==> src/rtl/irq_swizzle_router.sv <==
module irq_swizzle_router #(
  parameter int          NUM_LINES   = 16,
  parameter logic [7:0]  ROUTE_BASE  = 8'h60,
  parameter logic [7:0]  ROUTE_RESET = 8'h80
) (
  input  logic        clk,
  input  logic        rst_n,
  input  logic        req_valid,
  input  logic [7:0]  req_devfn,
  input  logic [1:0]  req_pin,
  input  logic        req_level,
  input  logic        cfg_wr_en,
  input  logic [7:0]  cfg_wr_addr,
  input  logic [7:0]  cfg_wdata,
  input  logic [7:0]  cfg_rd_addr,
  output logic [7:0]  cfg_rdata,
  output logic [15:0] ctl_irq
);
  localparam int NPIRQ = 4;
  localparam int LW    = $clog2(NUM_LINES);

  logic [7:0]       route_q [NPIRQ];
  logic [NPIRQ-1:0] pirq_q;
  logic [1:0]       sw_idx;
  logic [7:0]       wr_off, rd_off;
  logic             wr_hit;

  assign sw_idx = req_pin + req_devfn[4:3] + 2'd3;
  assign wr_off = cfg_wr_addr - ROUTE_BASE;
  assign rd_off = cfg_rd_addr - ROUTE_BASE;
  assign wr_hit = cfg_wr_en && (wr_off < 8'd4);
  assign cfg_rdata = (rd_off < 8'd4) ? route_q[rd_off[1:0]] : 8'h00;

  always_ff @(posedge clk or negedge rst_n) begin
    if (!rst_n) begin
      pirq_q <= '0;
    end else if (req_valid) begin
      pirq_q[sw_idx] <= req_level;
    end
  end

  always_ff @(posedge clk or negedge rst_n) begin
    if (!rst_n) begin
      for (int i = 0; i < NPIRQ; i++) route_q[i] <= ROUTE_RESET;
    end else if (wr_hit) begin
      route_q[wr_off[1:0]] <= cfg_wdata;
    end
  end

  always_comb begin
    ctl_irq = '0;
    for (int i = 0; i < NPIRQ; i++) begin
      if (pirq_q[i] && ({24'd0, route_q[i]} < NUM_LINES))
        ctl_irq[route_q[i][LW-1:0]] = 1'b1;
    end
  end

  p_strobe_holds_r2: assert property (@(posedge clk) disable iff (!rst_n)
    req_valid |=> pirq_q[$past(sw_idx)] == $past(req_level));

  p_route_write_r3: assert property (@(posedge clk) disable iff (!rst_n)
    wr_hit |=> route_q[$past(wr_off[1:0])] == $past(cfg_wdata));

  p_irq_needs_level_r5: assert property (@(posedge clk) disable iff (!rst_n)
    (|ctl_irq) |-> (|pirq_q));

  p_irq_count_r5: assert property (@(posedge clk) disable iff (!rst_n)
    $countones(ctl_irq) <= $countones(pirq_q));

  p_all_disabled_r4: assert property (@(posedge clk) disable iff (!rst_n)
    (route_q[0][7:4] != 0 && route_q[1][7:4] != 0 &&
     route_q[2][7:4] != 0 && route_q[3][7:4] != 0) |-> ctl_irq == '0);

  p_readback_r8: assert property (@(posedge clk) disable iff (!rst_n)
    (cfg_rd_addr == ROUTE_BASE) |-> cfg_rdata == route_q[0]);
endmodule

==> config.mk <==
export PLATFORM = sky130hd
export DESIGN_NAME = irq_swizzle_router
export DESIGN_NICKNAME = d
export VERILOG_FILES = /design/src/rtl/irq_swizzle_router.sv
export SDC_FILE = /design/constraint.sdc
export NUM_CORES = 1
export LEC_CHECK = 0
export BUFFER_PORTS_ARGS = -buffer_cell sky130_fd_sc_hd__buf_4
export CAP_MARGIN = 30
export CORE_ASPECT_RATIO = 1.5
export CORE_MARGIN = 5
export CORE_UTILIZATION = 48
export DETAILED_ROUTE_END_ITERATION = 10
export GPL_TIMING_DRIVEN = 0
export MAX_ROUTING_LAYER = met4
export PLACE_DENSITY = 0.76
export SYNTH_ARGS = -nofsm -noshare
export SYNTH_HDL_FRONTEND = slang
export SYNTH_SLANG_ARGS = --single-unit
export TNS_END_PERCENT = 50
==> constraint.sdc <==
create_clock -name clk -period 1.8 [get_ports clk]
set_input_delay 0.27 -clock clk [delete_from_list [all_inputs] [get_ports clk]]
set_output_delay 0.27 -clock clk [all_outputs]
set_load 0.05 [all_outputs]
==> results by group <==
Outcome
  – Status: complete, but fails checks
  – Failing checks: negative setup slack

Yosys
  – Share of Yosys cell area claimed by the top area cell type: 33.2%
  – Syn_nets: 268
  – Number of synthesized flops with an enable pin: 0
  – FFs w/ async S/R, synth: 100%
  – Mapped cell area: 0.00241 mm2
  – FF+latch count, synth: 36
  – Synth Flop Type: dfrtp_1
  – Synth warn: 0
  – Syn Inst Count: 226
  – Dominant cells by area after synthesis: dfrtp_1, mux2_2, mux4_2
  – Cell variety after synth: 34
  – Seq/Total Area, Yosys: 37.6%
  – Mean post-synth cell area: 10.7 um2
  – Top cell type by total area after synthesis: dfrtp_1

Job
  – Max Cap Viol: 0

Floorplan
  – Die width: 67.9 um
  – Initial core utilization: 49.8%
  – Die Span Y: 96.8 um
  – I/O Pins: 63
  – Std-Cell Rows: 31
  – Core area: 0.00485 mm2
  – Die area: 0.00657 mm2

Global route
  – Congestion Overflow GR: 0
  – Largest net degree at the start of global routing: 37
  – Initial antenna violation count: 0
  – Number of global-route vias before repair: 2386
  – First-pass GRT wire length: 11600 um
  – Total GRT Usage: 24.1%

Setup path
  – Max FO, Critical Path: 5
  – Worst reg2reg path depth: 2
  – CP Launch Type: flop
  – Worst EP required: 1.53 ns
  – Crit path DAT: 2.00 ns
  – Critical path class: flop to primary output
  – CP endpoint kind: primary output

Timing
  – RSZ-0062 raised after global routing: true
  – Final setup TNS: -7.13 ns
  – Final period utilization: 126%
  – Final setup viols: 29
  – Final Hold Fails: 0
  – Slew Limit Fails: 0
  – Fin Clk Skew: 0 ns
  – Period minus WS final: 2.27 ns
  – Worst-Margin Slew: 0.524 ns
  – Final worst setup slack: -0.466 ns
  – Fmax: 0.441 GHz
  – Slew HR: 65.1%

Final layout
  – Final Core Density: 75.7%
  – Leading cell type in the layout, fill and taps excluded: buf_4
  – Layout filler cell count: 318
  – Area growth, synth to finish: 52.1%
  – Fraction of layout cells with a size suffix above 1: 64.6%
  – N_diodes: 0
  – Fin nets: 346
  – Commonest non-fill, non-tap cells in the layout: buf_4, mux2_2, dfrtp_1

Pwr
  – Overall power: 2.48 mW
  – Peak VDD IR: 0.506 mV
  – Leakage: 1.58 nW
  – Power per cell area: 676 mW/mm2

Clock tree
  – H-tree depth: 2
  – Clock sinks: 36
  – CTS tree: done
  – Clock-pin slew on the worst setup and hold paths: 0.07 ns
  – Total CTS buffers: 5
  – Clock Tree Buf Depth: 2
  – CTS root buffer: clkbuf_8
  – Clk_lat worst skew: 0.29 ns

Drt
  – Wire per inst: 20.4 um
  – Post-route ant nets: 0
  – DR vias: 2272
  – DRC Markers: 0
  – Vias per cell: 6.12
  – DRT Wirelength: 7550 um
  – 1st-pass router iterations: 6
  – Number of DRC markers in iteration 0: 253

Hold path
  – Hold path depth: 2
  – HP Class: primary input to flop

Placement
  – # port buffers: 54
  – Worst slack at placement: -0.659 ns
  – HPWL after detailed placement: 5350 um
  – Gpl congestion: 0.957
## flip-flops by register name, summed over array words and instances, names as in the netlist
register	count
pirq_q	4
route_q	32
## cells by family (layout without fill, tap and decap cells)
logic type | after synthesis | count (layout) | share of synthesized area, %
AO/OA/AOI/OAI | 26 | 26 | 8.45
XOR/XNOR | 4 | 4 | 1.45
adder cells (fa/ha/maj) | 3 | 3 | 1.56
buffers and inverters | 15 | 94 | 2.70
flip-flops | 36 | 36 | 37.6
multiplexers | 44 | 44 | 25.5
AND/OR/NAND/NOR | 98 | 98 | 22.8
## through the flow
stage | area (um2) | hold WS, ns | instances
after global routing | 3670 | 0.218 | 371
final | 3670 | 0.227 | 371
after CTS | 3530 | 0.222 | 363
after floorplan | 2540 | -0.0256 | 226
after global placement | 3030 | 0.246 | 346
after detailed placement | 3030 | 0.249 | 346
## worst paths after layout
| kind | slack (ns) | to | start |
|---|---|---|---|
| max in group asynchronous | 0.97 | route_q[23] | rst_n |
| hold / removal | 0.23 | route_q[20] | cfg_wdata[4] |
| setup / recovery | -0.47 | ctl_irq[10] | route_q[15] |
| setup reg to reg | 0.74 | route_q[9] | route_q[9] |
| hold reg to reg | 0.52 | pirq_q[2] | pirq_q[2] |
| min in group asynchronous | 0.48 | pirq_q[1] | rst_n |
## area by class of cell
cell class | count | area, um2 | area share, %
buffer | 3 | 20.0 | 0.546
clock buffer | 6 | 82.6 | 2.25
clock inverter | 2 | 10.0 | 0.273
inverter | 7 | 26.3 | 0.716
multi-input combinational | 175 | 1850 | 50.3
sequential | 36 | 922 | 25.1
tap | 66 | 82.6 | 2.25
timing repair buffer | 76 | 679 | 18.5
## critical path, cell delays in order (launching register included)
cell and delay, ns:
dfstp_2 0.39, or3_4 0.45, buf_4 0.17, nor4b_4 0.32
a22oi_2 0.13, nand2_2 0.10, buf_8 0.14
## per-layer routing
layer	track usage (%)	vias to the layer above	routed length, um
met1	25.3	1115	2660
met2	41.8	115	4180
met5	-	-	0
li1	-	1014	-
met3	3.13	28	380
met4	13.0	0	333
## timing repair
action	in CTS	in global routing
setup buffers	13	8
setup endpoints to repair	56	47
hold endpoints to repair	32	0
pin swaps	24	21
hold buffers	1	0
resized for setup	72	15
## cell usage after synthesis (3+ instances only)
master    instances
nand2_1          22
nor4_1            8
xor2_1            3
inv_1             7
dfstp_2           4
nor4b_1           3
dfrtp_1          32
mux4_2            8
nand4_1           3
a32oi_1           7
nor3_1            4
mux2_2           28
or3_1             5
ha_1              3
clkbuf_1          6
nor2b_1          15
a22oi_1          13
nand3_1          15
mux2_4            8
nor2_1           10
o211ai_1          6
nand2b_1          4
## power by group
part	internal, mW	total [mW]	switching (mW)	leakage, nW
Clock	0.305	0.603	0.298	0.0510
Sequential	0.887	0.977	0.0901	0.454
Combinational	0.393	0.899	0.506	1.07
Power figures use the tool's default switching activity.
